[src/rtl/pw_pkg.sv]
`timescale 1ns/1ps
package pw_pkg;
  // entry flag positions
  localparam int SEG_VALID_BIT = 1;
  localparam int PG_VALID_BIT  = 0;
  localparam int RO_BIT        = 2;
  localparam int USED_BIT      = 3;
  localparam int DIRTY_BIT     = 4;
  localparam int NOCACHE_BIT   = 6;

  // fault vector layout
  localparam int FLT_W     = 3;
  localparam int FLT_TABLE = 0;
  localparam int FLT_PAGE  = 1;
  localparam int FLT_PROT  = 2;

  typedef enum logic [1:0] {
    ST_IDLE = 2'd0,
    ST_SEG  = 2'd1,
    ST_PTE  = 2'd2,
    ST_WB   = 2'd3
  } walk_st_t;
endpackage

[src/rtl/pw_addr_gen.sv]
`timescale 1ns/1ps
module pw_addr_gen #(
  parameter int IDX_W = 10,
  parameter int OFF_W = 12,
  parameter int PA_W  = 32
) (
  input  logic [PA_W-OFF_W-1:0] frame,
  input  logic [IDX_W-1:0]      idx,
  output logic [PA_W-1:0]       addr
);
  localparam int PAD_W = PA_W - IDX_W - 2;

  logic [PA_W-1:0] word_ofs;

  // 4-byte entries; a table fits in one page, so OR equals add
  assign word_ofs = {{PAD_W{1'b0}}, idx, 2'b00};
  assign addr     = {frame, {OFF_W{1'b0}}} | word_ofs;

  initial begin
    if (IDX_W + 2 > OFF_W) $error("table does not fit in one page");
  end
endmodule

[src/rtl/pw_pte_eval.sv]
`timescale 1ns/1ps
module pw_pte_eval
  import pw_pkg::*;
#(
  parameter int OFF_W = 12,
  parameter int PA_W  = 32
) (
  input  logic [PA_W-1:0]       pte,
  input  logic                  seg_ro,
  input  logic                  is_write,
  output logic [FLT_W-1:0]      flt,
  output logic                  need_wb,
  output logic [PA_W-1:0]       wb_val,
  output logic [PA_W-OFF_W-1:0] frame,
  output logic                  ro,
  output logic                  ci
);
  logic            pg_ok;
  logic [PA_W-1:0] set_mask;

  always_comb begin
    pg_ok  = pte[PG_VALID_BIT];
    ro     = seg_ro | pte[RO_BIT];
    ci     = pte[NOCACHE_BIT];
    frame  = pte[PA_W-1:OFF_W];

    flt            = '0;
    flt[FLT_PAGE]  = !pg_ok;
    flt[FLT_PROT]  = pg_ok && is_write && ro;

    set_mask            = '0;
    set_mask[USED_BIT]  = 1'b1;
    set_mask[DIRTY_BIT] = is_write;
    wb_val  = pte | set_mask;
    need_wb = (wb_val != pte);
  end
endmodule

[src/rtl/pw_walk_ctl.sv]
`timescale 1ns/1ps
module pw_walk_ctl
  import pw_pkg::*;
#(
  parameter int IDX_W = 10,
  parameter int OFF_W = 12,
  parameter int PA_W  = 32,
  localparam int VA_W  = 2 * IDX_W + OFF_W,
  localparam int FRM_W = PA_W - OFF_W
) (
  input  logic              clk,
  input  logic              rst,
  input  logic              req_valid,
  input  logic [VA_W-1:0]   req_va,
  input  logic              req_super,
  input  logic              req_write,
  input  logic [PA_W-1:0]   seg_addr,
  input  logic [PA_W-1:0]   pte_addr,
  input  logic [FLT_W-1:0]  pte_flt,
  input  logic              pte_need_wb,
  input  logic [PA_W-1:0]   pte_wb_val,
  input  logic [FRM_W-1:0]  pte_frame,
  input  logic              pte_ro,
  input  logic              pte_ci,
  output logic [PA_W-1:0]   cur_pte,
  output logic [IDX_W-1:0]  seg_idx_o,
  output logic [IDX_W-1:0]  pg_idx_o,
  output logic              super_o,
  output logic [FRM_W-1:0]  seg_frame_o,
  output logic              seg_ro_o,
  output logic              write_o,
  output logic              mem_req,
  output logic              mem_we,
  output logic [PA_W-1:0]   mem_addr,
  output logic [PA_W-1:0]   mem_wdata,
  input  logic [PA_W-1:0]   mem_rdata,
  input  logic              mem_ready,
  output logic              busy,
  output logic              done,
  output logic [PA_W-1:0]   out_pa,
  output logic              out_ro,
  output logic              out_ci,
  output logic [FLT_W-1:0]  fault
);
  walk_st_t         st_q;
  logic [OFF_W-1:0] off_q;
  logic [PA_W-1:0]  pte_q;

  assign busy      = (st_q != ST_IDLE);
  assign mem_req   = busy;
  assign mem_we    = (st_q == ST_WB);
  assign mem_addr  = (st_q == ST_SEG) ? seg_addr : pte_addr;
  assign mem_wdata = pte_q;
  assign cur_pte   = (st_q == ST_WB) ? pte_q : mem_rdata;

  always_ff @(posedge clk) begin
    if (rst) begin
      st_q        <= ST_IDLE;
      off_q       <= '0;
      pte_q       <= '0;
      seg_idx_o   <= '0;
      pg_idx_o    <= '0;
      super_o     <= 1'b0;
      write_o     <= 1'b0;
      seg_frame_o <= '0;
      seg_ro_o    <= 1'b0;
      done        <= 1'b0;
      fault       <= '0;
      out_pa      <= '0;
      out_ro      <= 1'b0;
      out_ci      <= 1'b0;
    end else begin
      done  <= 1'b0;
      fault <= '0;
      case (st_q)
        ST_IDLE: begin
          if (req_valid) begin
            seg_idx_o <= req_va[VA_W-1 -: IDX_W];
            pg_idx_o  <= req_va[OFF_W +: IDX_W];
            off_q     <= req_va[OFF_W-1:0];
            super_o   <= req_super;
            write_o   <= req_write;
            st_q      <= ST_SEG;
          end
        end
        ST_SEG: begin
          if (mem_ready) begin
            seg_frame_o <= mem_rdata[PA_W-1:OFF_W];
            seg_ro_o    <= mem_rdata[RO_BIT];
            if (!mem_rdata[SEG_VALID_BIT]) begin
              done             <= 1'b1;
              fault[FLT_TABLE] <= 1'b1;
              out_pa           <= '0;
              out_ro           <= 1'b0;
              out_ci           <= 1'b0;
              st_q             <= ST_IDLE;
            end else begin
              st_q <= ST_PTE;
            end
          end
        end
        ST_PTE: begin
          if (mem_ready) begin
            if (|pte_flt) begin
              done   <= 1'b1;
              fault  <= pte_flt;
              out_pa <= '0;
              out_ro <= 1'b0;
              out_ci <= 1'b0;
              st_q   <= ST_IDLE;
            end else if (pte_need_wb) begin
              pte_q <= pte_wb_val;
              st_q  <= ST_WB;
            end else begin
              done   <= 1'b1;
              out_pa <= {pte_frame, off_q};
              out_ro <= pte_ro;
              out_ci <= pte_ci;
              st_q   <= ST_IDLE;
            end
          end
        end
        default: begin
          if (mem_ready) begin
            done   <= 1'b1;
            out_pa <= {pte_frame, off_q};
            out_ro <= pte_ro;
            out_ci <= pte_ci;
            st_q   <= ST_IDLE;
          end
        end
      endcase
    end
  end


  fault_onehot_chk: assert property (@(posedge clk) disable iff (rst)
    $onehot0(fault));

  fault_with_done_chk: assert property (@(posedge clk) disable iff (rst)
    (|fault) |-> done);

  done_pulse_chk: assert property (@(posedge clk) disable iff (rst)
    done |=> !done);

  table_fault_src_chk: assert property (@(posedge clk) disable iff (rst)
    fault[FLT_TABLE] |-> $past(st_q == ST_SEG));

  wb_used_set_chk: assert property (@(posedge clk) disable iff (rst)
    mem_we |-> (mem_wdata[USED_BIT] && (mem_wdata[DIRTY_BIT] || !write_o)));

  mem_hold_chk: assert property (@(posedge clk) disable iff (rst)
    (mem_req && !mem_ready) |=> (mem_req && $stable(mem_addr) && $stable(mem_we)));

  reset_quiet_chk: assert property (@(posedge clk) disable iff (rst)
    $fell(rst) |-> (!done && !busy && fault == '0));
endmodule

[src/rtl/pt_walker.sv]
`timescale 1ns/1ps
module pt_walker
  import pw_pkg::*;
#(
  parameter int IDX_W = 10,
  parameter int OFF_W = 12,
  parameter int PA_W  = 32,
  localparam int VA_W  = 2 * IDX_W + OFF_W,
  localparam int FRM_W = PA_W - OFF_W
) (
  input  logic             clk,
  input  logic             rst,
  input  logic             req_valid,
  input  logic [VA_W-1:0]  req_va,
  input  logic             req_super,
  input  logic             req_write,
  input  logic [FRM_W-1:0] usr_base,
  input  logic [FRM_W-1:0] sup_base,
  output logic             mem_req,
  output logic             mem_we,
  output logic [PA_W-1:0]  mem_addr,
  output logic [PA_W-1:0]  mem_wdata,
  input  logic [PA_W-1:0]  mem_rdata,
  input  logic             mem_ready,
  output logic             busy,
  output logic             done,
  output logic [PA_W-1:0]  out_pa,
  output logic             out_ro,
  output logic             out_ci,
  output logic [2:0]       fault
);
  logic [PA_W-1:0]  seg_addr, pte_addr, cur_pte, wb_val;
  logic [IDX_W-1:0] seg_idx, pg_idx;
  logic             super_q, seg_ro, write_q, need_wb, e_ro, e_ci;
  logic [FRM_W-1:0] seg_frame, e_frame, base_sel;
  logic [FLT_W-1:0] e_flt;

  assign base_sel = super_q ? sup_base : usr_base;

  pw_addr_gen #(.IDX_W(IDX_W), .OFF_W(OFF_W), .PA_W(PA_W)) u_seg_addr (
    .frame(base_sel), .idx(seg_idx), .addr(seg_addr));

  pw_addr_gen #(.IDX_W(IDX_W), .OFF_W(OFF_W), .PA_W(PA_W)) u_pte_addr (
    .frame(seg_frame), .idx(pg_idx), .addr(pte_addr));

  pw_pte_eval #(.OFF_W(OFF_W), .PA_W(PA_W)) u_eval (
    .pte(cur_pte), .seg_ro(seg_ro), .is_write(write_q),
    .flt(e_flt), .need_wb(need_wb), .wb_val(wb_val),
    .frame(e_frame), .ro(e_ro), .ci(e_ci));

  pw_walk_ctl #(.IDX_W(IDX_W), .OFF_W(OFF_W), .PA_W(PA_W)) u_ctl (
    .clk(clk), .rst(rst),
    .req_valid(req_valid), .req_va(req_va),
    .req_super(req_super), .req_write(req_write),
    .seg_addr(seg_addr), .pte_addr(pte_addr),
    .pte_flt(e_flt), .pte_need_wb(need_wb), .pte_wb_val(wb_val),
    .pte_frame(e_frame), .pte_ro(e_ro), .pte_ci(e_ci),
    .cur_pte(cur_pte), .seg_idx_o(seg_idx), .pg_idx_o(pg_idx),
    .super_o(super_q), .seg_frame_o(seg_frame), .seg_ro_o(seg_ro),
    .write_o(write_q),
    .mem_req(mem_req), .mem_we(mem_we), .mem_addr(mem_addr),
    .mem_wdata(mem_wdata), .mem_rdata(mem_rdata), .mem_ready(mem_ready),
    .busy(busy), .done(done), .out_pa(out_pa),
    .out_ro(out_ro), .out_ci(out_ci), .fault(fault));


  prot_needs_write_chk: assert property (@(posedge clk) disable iff (rst)
    fault[FLT_PROT] |-> write_q);
endmodule

[config.mk]
export PLATFORM = sky130hd
export DESIGN_NAME = pt_walker
export DESIGN_NICKNAME = d
export VERILOG_FILES = /design/src/rtl/pw_pkg.sv /design/src/rtl/pw_addr_gen.sv /design/src/rtl/pw_pte_eval.sv /design/src/rtl/pw_walk_ctl.sv /design/src/rtl/pt_walker.sv
export SDC_FILE = /design/constraint.sdc
export NUM_CORES = 1
export LEC_CHECK = 0
export ABC_AREA = 1
export BUFFER_PORTS_ARGS = -buffer_cell sky130_fd_sc_hd__buf_4
export CAP_MARGIN = 20
export CORE_ASPECT_RATIO = 1.25
export CORE_UTILIZATION = 49
export CTS_CLUSTER_SIZE = 28
export DETAILED_ROUTE_END_ITERATION = 7
export GPL_ROUTABILITY_DRIVEN = 0
export GPL_TIMING_DRIVEN = 1
export PLACE_DENSITY = 0.8
export SYNTH_ARGS = -nofsm -noshare
export SYNTH_HDL_FRONTEND = slang
export SYNTH_SLANG_ARGS = --single-unit
export TNS_END_PERCENT = 20
[constraint.sdc]
create_clock -name clk -period 2.3 [get_ports clk]
set_input_delay 0.115 -clock clk [delete_from_list [all_inputs] [get_ports clk]]
set_output_delay 0.115 -clock clk [all_outputs]
set_load 0.02 [all_outputs]
# ---- Word-level counts from Yosys, hierarchy flattened
# Index checks and enable logic that the tools add are counted.
dict set report classes {
  eq_ne 9
  muxes 39
  n_bitwise 8
  reduce_logical 13
}
# op count
set op_table {}
lappend op_table {{2-to-1 mux 32 bit} 8}
lappend op_table {{case mux 32 bit (3 select lines)} 1}
lappend op_table {{OR 32 x 12 -> 32 bit} 2}
lappend op_table {{!= test 32 bit} 1}
lappend op_table {{OR 32 x 5 -> 32 bit} 1}
lappend op_table {{2-to-1 mux 20 bit} 1}
lappend op_table {{2-to-1 mux 1 bit} 17}
lappend op_table {{2-to-1 mux 2 bit} 7}
lappend op_table {{AND reduction 4 bit} 3}
lappend op_table {{case mux 1 bit (3 select lines)} 3}
lappend op_table {{!= test 2 bit (second input constant)} 4}
lappend op_table {{case mux 2 bit (3 select lines)} 1}
lappend op_table {{== test 2 bit (second input constant)} 2}
lappend op_table {{NOT 1 bit} 4}
lappend op_table {{AND reduction 2 bit} 2}
lappend op_table {{nonzero test 2 bit} 2}
lappend op_table {{OR reduction 4 bit} 1}
lappend op_table {{!= test 3 x 2 -> 1 bit (second input constant)} 1}
lappend op_table {{== test 2 x 1 -> 1 bit (second input constant)} 1}
lappend op_table {{logical AND 1 bit} 2}
lappend op_table {{logical NOT 2 bit} 1}
lappend op_table {{case mux 1 bit (2 select lines)} 1}
lappend op_table {{OR reduction 2 bit} 1}
lappend op_table {{logical NOT 1 bit} 1}
lappend op_table {{OR 1 bit} 1}
dict set report totals {
  reg_bits 127
  in_bits 110
  out_inout_bits 105
  word_cells 84
}

# ---- Longest topological paths before layout
dict set report logic_depth {
  ltp_word 8
  depth_mapped 12
  depth_no_buf 11
}

# ---- Hierarchy
# A second synthesis with hierarchy kept.
dict set report unflattened {
  hier_cells 1063
  hier_area_um2 6840.3
}
# mod n_inst cells_per_inst area_each_um2 seq_area_each_um2
set by_module_without_submodules {}
lappend by_module_without_submodules {pw_walk_ctl 1 868 5644.2 2542.4}
lappend by_module_without_submodules {pw_addr_gen 2 33 244.0 0.0}
lappend by_module_without_submodules {pw_pte_eval 1 64 441.7 0.0}
lappend by_module_without_submodules {pt_walker 1 65 266.5 0.0}

# ---- Worst setup path after synthesis
# Ideal clock, no wire load.
dict set report synth_timing {
  path_kind {register to register}
  start {reg u_ctl.st_q[0]}
  end {reg u_ctl.pte_q[23] (netlist: u_ctl.mem_wdata[23])}
  setup_ns 0.116
  t_arrival_ns 1.786
  required_ns 2.184
  setup_slack_ns 0.398
  path_stages_with_launch 13
  path_buffers 2
  period_less_slack_ns 1.902
  path_cell_list {dfxtp_1 > ha_1 > inv_1 > nand2_1 > nand3_2 > a21oi_4 > nand3_2 > buf_6 > inv_4 > buf_6 > nand2_1 > nand2_1 > a21oi_1}
}
dict set report synth_via {
  elab_chain_cells 7
  word_cells_on_any_way 12
  classes_between {eq/ne: 3; mux: 1; bitwise: 3; reduce/logical: 5}
}
# item line
set synth_rtl {}
lappend synth_rtl {{start, declared} pw_walk_ctl.sv:45} ;# walk_st_t st_q;
lappend synth_rtl {{start signal, assigned} pw_walk_ctl.sv:58} ;# st_q <= ST_IDLE;
lappend synth_rtl {{start signal, assigned} pw_walk_ctl.sv:83} ;# st_q <= ST_SEG;
lappend synth_rtl {{start signal, assigned} pw_walk_ctl.sv:96} ;# st_q <= ST_IDLE;
lappend synth_rtl {{== test 2 bit *} --}
lappend synth_rtl {{net mem_we} pt_walker.sv:20} ;# output logic mem_we,
lappend synth_rtl {{2-to-1 mux 32 bit *} pw_walk_ctl.sv:54} ;# assign cur_pte = (st_q == ST_WB) ? pte_q : mem_rdata;
lappend synth_rtl {{parallel branches: the longest is 5 deep, another holds OR 32 x 5 -> 32 bit} --}
lappend synth_rtl {{end signal, assigned} pw_walk_ctl.sv:112} ;# pte_q <= pte_wb_val;
lappend synth_rtl {{end, declared} pw_walk_ctl.sv:47} ;# logic [PA_W-1:0] pte_q;
# Mark *: on every way through the listed nets, which the timed path passes.
# A chain may end at the register's enable or synchronous reset.

# ---- Worst setup path in the final report
dict set report layout_timing {
  start {reg u_ctl.st_q[0]}
  end {reg u_ctl.pte_q[30] (netlist: u_ctl.mem_wdata[30])}
}
dict set report layout_via {
  elab_chain_cells 7
  word_cells_on_any_way 12
  classes_between {eq/ne: 3; mux: 1; bitwise: 3; reduce/logical: 5}
}
# item
set layout_rtl {}
lappend layout_rtl {{parallel branches: the longest is 7 deep, another holds 2-to-1 mux 32 bit}}
# Several ways; the timed one is not identified.

==> report_table.html <==
<table>
<tr><th>Metric</th><th>Value</th></tr>
<tr><th colspan="2">Worst setup path</th></tr>
<tr><td>Slowest cell on crit path</td><td>dfxtp_1</td></tr>
<tr><td>Kind of start point of the critical path</td><td>flip-flop</td></tr>
<tr><td>Crit path cell chain</td><td>ha_4 &gt; inv_1 &gt; nand2_1 &gt; nand3_2 &gt; a21oi_4 &gt; nand3_2 &gt; buf_6 &gt; inv_4 &gt; nand2_1 &gt; nand2_1 &gt; a21oi_1</td></tr>
<tr><td>Critical Path End Type</td><td>flip-flop</td></tr>
<tr><td>Largest fanout on the critical path</td><td>35</td></tr>
<tr><td>Worst setup path category</td><td>reg2reg</td></tr>
<tr><td>Data required time at the worst endpoint</td><td>2590 ps</td></tr>
<tr><td>Worst endpoint data arrival time</td><td>2440 ps</td></tr>
<tr><td>Most used cell, CP</td><td>nand2_1</td></tr>
<tr><td>Buffer and inverter count on the worst path</td><td>3</td></tr>
<tr><td>Largest stage delay, worst path</td><td>440 ps</td></tr>
<tr><td>Top Family by Delay on Critical Path</td><td>simple AND/OR/NAND/NOR gates</td></tr>
<tr><th colspan="2">Timing</th></tr>
<tr><td>Setup TNS after final layout</td><td>0 ps</td></tr>
<tr><td>Achievable Freq</td><td>0.464 GHz</td></tr>
<tr><td>Final max-slew violation count</td><td>0</td></tr>
<tr><td>Period minus WS final</td><td>2150 ps</td></tr>
<tr><td>Hold_ws</td><td>7.40 ps</td></tr>
<tr><td>Endpoints failing hold</td><td>0</td></tr>
<tr><td>Measured slew at the worst slew-check pin</td><td>687 ps</td></tr>
<tr><td>Finish-stage setup viols</td><td>0</td></tr>
<tr><td>Worst setup skew after layout</td><td>7.84 ps</td></tr>
<tr><td>RSZ-0062 raised after global routing</td><td>no</td></tr>
<tr><td>Worst slew margin</td><td>54.1%</td></tr>
<tr><td>Final cycle utilization of the critical path</td><td>93.6%</td></tr>
<tr><th colspan="2">Global route</th></tr>
<tr><td>Number of global-route vias before repair</td><td>5858</td></tr>
<tr><td>Maximum number of pins on one net before global-route repair</td><td>78</td></tr>
<tr><td>Global routing usage summed across all routing layers</td><td>29.2%</td></tr>
<tr><td>GR Util met2</td><td>55.4%</td></tr>
<tr><td>Global-route congestion overflow total</td><td>0</td></tr>
<tr><td>Global-route track usage on met1</td><td>31.1%</td></tr>
<tr><td>Most utilized layer in the global route result</td><td>met2</td></tr>
<tr><td>First-pass GRT wire length</td><td>27.7 mm</td></tr>
<tr><td>Met3 track demand over resource</td><td>5.54%</td></tr>
<tr><td>Antenna violations before repair</td><td>0</td></tr>
<tr><th colspan="2">Pwr</th></tr>
<tr><td>Switching power total</td><td>2.62 mW</td></tr>
<tr><td>Part of the total power dissipated in sequential elements</td><td>31.6%</td></tr>
<tr><td>Power consumption</td><td>8.29 mW</td></tr>
<tr><td>Fraction of power consumed by the clock network</td><td>38.7%</td></tr>
<tr><td>Leak pwr</td><td>4.13 nW</td></tr>
<tr><td>Combinational share of power</td><td>29.7%</td></tr>
<tr><td>Cell Pwr Density</td><td>960 nW/µm²</td></tr>
<tr><td>Internal</td><td>5.67 mW</td></tr>
<tr><td>Worst supply voltage drop on vdd</td><td>654 µV</td></tr>
<tr><td>Share of total power consumed by net switching</td><td>31.6%</td></tr>
<tr><th colspan="2">Place</th></tr>
<tr><td>Cell Count Post-Placement</td><td>1164</td></tr>
<tr><td>Port Buffer Count</td><td>212</td></tr>
<tr><td>Placed wire-length estimate</td><td>11.3 mm</td></tr>
<tr><th colspan="2">Synth</th></tr>
<tr><td>Mapped Cells</td><td>855</td></tr>
<tr><td>Post-synthesis sequential area ratio</td><td>44.2%</td></tr>
<tr><td>Flop and latch count out of synthesis</td><td>127</td></tr>
<tr><td>YS warnings</td><td>0</td></tr>
<tr><td>Cell Area, Synth</td><td>5750 µm²</td></tr>
<tr><td>Count of unique library cells instantiated by Yosys</td><td>30</td></tr>
<tr><td>Post-synthesis area per instance</td><td>6.73 µm²</td></tr>
<tr><th colspan="2">Detailed routing</th></tr>
<tr><td>Count of antenna-violating nets left after detailed routing</td><td>0</td></tr>
<tr><td>Total routed wirelength</td><td>17.8 mm</td></tr>
<tr><td>Via count normalized by instance count</td><td>4.98</td></tr>
<tr><td>First-iteration detailed-routing DRC count</td><td>318</td></tr>
<tr><td>Via total after detailed routing</td><td>6231</td></tr>
<tr><td>Detailed Routing Iterations Pass 1</td><td>5</td></tr>
<tr><td>Routed length per instance</td><td>14.2 µm</td></tr>
<tr><td>DRC viols</td><td>0</td></tr>
<tr><th colspan="2">CTS</th></tr>
<tr><td>Buffers from clock root to sink, at most</td><td>2</td></tr>
<tr><td>Worst-Skew Late Latency</td><td>420 ps</td></tr>
<tr><td>Clock tree from TritonCTS</td><td>yes</td></tr>
<tr><td>Clk root buf</td><td>clkbuf_16</td></tr>
<tr><td># clock sinks</td><td>127</td></tr>
<tr><td>Reg clk slew, reported paths</td><td>60 ps</td></tr>
<tr><td>Buffers inserted during post-CTS setup optimization</td><td>0</td></tr>
<tr><td>H-tree lvl count</td><td>4</td></tr>
<tr><td>Number of buffers added by the clock tree synthesis step</td><td>17</td></tr>
<tr><th colspan="2">Job</th></tr>
<tr><td># Max-Cap Violations</td><td>0</td></tr>
<tr><th colspan="2">Finish</th></tr>
<tr><td>Area delta synth-&gt;final</td><td>50.1%</td></tr>
<tr><td>Filler Cell Count</td><td>864</td></tr>
<tr><td># nets final</td><td>1216</td></tr>
<tr><td>Number of standard cells in the final layout excluding fillers</td><td>1250</td></tr>
<tr><td>Antenna cells</td><td>0</td></tr>
<tr><td>Layout cell share with drive strength beyond 1</td><td>24.5%</td></tr>
<tr><th colspan="2">Die</th></tr>
<tr><td>Std-Cell Rows</td><td>43</td></tr>
<tr><td>Horizontal die dimension</td><td>98.9 µm</td></tr>
<tr><td>Top-level port count</td><td>215</td></tr>
<tr><td>Starting density of the core</td><td>51.2%</td></tr>
<tr><td>Core region area</td><td>11200 µm²</td></tr>
<tr><td>Total Die Area</td><td>12200 µm²</td></tr>
<tr><td>Die Y-Extent</td><td>123 µm</td></tr>
<tr><th colspan="2">Run status</th></tr>
<tr><td>Result of the run</td><td>finished, final reports clean</td></tr>
<tr><th colspan="2">Worst hold path</th></tr>
<tr><td>Path category of the worst min-delay check</td><td>in2reg</td></tr>
</table>
==> routing by layer <==
metal / share of wire (%) / up-vias
li1: - / 3153
met1: 39 / 2830
met2: 54 / 213
met3: 5.3 / 35
met4: 2.5 / 0
met5: 0 / -
==> repair_timing <==
item / in CTS / in global routing
hold buffers: 54 / 0
endpoints found under the hold margin: 59 / 0
setup endpoints to repair: 8 / 19
resized for setup: 1 / 3
==> layout by cell type, fill, tap and decap left out, drive strengths merged, types with 2 or more instances in the layout <==
master,Yosys,layout
bufinv,0,7
a31oi,17,17
nand2,186,186
a21oi,60,60
dfxtp,127,127
inv,98,98
nor2,179,179
dlygate4sd3,0,54
nand3,6,6
clkinv,1,6
o22ai,3,3
ha,4,4
o21ai,114,114
clkbuf,33,19
conb,1,2
buf,21,227
==> tightest hold or removal path, stage by stage <==
cell	delay (ps)
buf_4	90
o21ai_0	80
nor2_1	90
==> worst paths after layout <==
| kind | slack (ps) | from | end | depth (start not counted) |
|---|---|---|---|---|
| worst min-delay path | 7 | mem_rdata[20] | u_ctl.seg_frame_o[8] | 3 |
| worst max register to register | 150 | u_ctl.st_q[0] | u_ctl.mem_wdata[30] | 11 |
| worst max-delay path | 150 | u_ctl.st_q[0] | u_ctl.mem_wdata[30] | 11 |
| worst min register to register | 450 | u_ctl.pg_idx_o[4] | u_ctl.pg_idx_o[4] | 2 |
==> registers in the layout (all words and copies together), names as in the netlist <==
signal / count
u_ctl.done: 1
u_ctl.fault: 3
u_ctl.mem_wdata: 32
u_ctl.off_q: 12
u_ctl.out_ci: 1
u_ctl.out_pa: 32
u_ctl.out_ro: 1
u_ctl.pg_idx_o: 10
u_ctl.seg_frame_o: 20
u_ctl.seg_idx_o: 10
u_ctl.seg_ro_o: 1
u_ctl.st_q: 2
u_ctl.super_o: 1
u_ctl.write_o: 1
==> final cells by class <==
type / instances / area, µm² / share of cell area (%)
clock buffer: 19 / 453 / 5.25
clock inverter: 13 / 258 / 2.99
inverter: 99 / 375 / 4.35
multi-input combinational: 576 / 2560 / 29.7
sequential: 127 / 2540 / 29.4
tap: 135 / 169 / 1.96
timing repair buffer: 281 / 2270 / 26.3
==> synthesized netlist by cell type <==
cell / count / area [µm²]
inv_2: 1 / 3.75
conb_1: 1 / 3.75
nand3_1: 2 / 10.0
a21oi_1: 59 / 295
nand3b_1: 1 / 7.51
buf_6: 5 / 56.3
inv_1: 96 / 360
o21a_2: 1 / 8.76
buf_2: 2 / 10.0
dfxtp_1: 127 / 2540
o21ai_0: 113 / 566
nand2_4: 1 / 11.3
a21oi_4: 1 / 16.3
nor2_8: 1 / 20.0
a31oi_1: 17 / 106
nand2_1: 185 / 694
nand3_2: 4 / 40.0
buf_8: 1 / 15.0
clkbuf_1: 33 / 124
ha_1: 4 / 50.1
nor3_1: 1 / 5.00
buf_4: 10 / 75.1
buf_1: 3 / 11.3
a21boi_0: 1 / 7.51
nor2_1: 178 / 668
o22ai_1: 3 / 18.8
o21ai_2: 1 / 8.76
inv_4: 1 / 6.26
clkinv_1: 1 / 3.75
nor4_1: 1 / 6.26
==> power by group through the flow <==
stage	Clock, mW	Sequential [mW]	Combinational (mW)
6_report	3.20	2.62	2.46
5_1_grt	3.35	2.65	2.69
4_1_cts	3.22	2.62	2.45
3_5_place_dp	0	2.66	2.36
3_3_place_gp	0	2.65	2.34
2_1_floorplan	0	2.77	1.37
==> per-stage QoR <==
stage | instance area, µm² | utilization (%) | setup slack [ps]
2_1_floorplan | 5760 | - | 398
3_3_place_gp | 7370 | 65.5 | 117
3_5_place_dp | 7370 | 65.5 | 0.230
4_1_cts | 8620 | 76.7 | 85.5
5_1_grt | 8630 | 76.8 | 16.6
6_report | 8630 | 76.8 | 146
==> cells by family (layout without fill, tap and decap cells) <==
| kind of cell | after synthesis | count (layout) | synth area share [%] |
|---|---|---|---|
| flops | 127 | 127 | 44.2 |
| compound gates | 196 | 196 | 17.9 |
| other cells | 1 | 2 | 0.0652 |
| fa+ha+maj | 4 | 4 | 0.870 |
| buf+inv | 153 | 412 | 11.6 |
| simple gates | 374 | 374 | 25.4 |
Note: power is estimated with default switching activity, not from simulation.
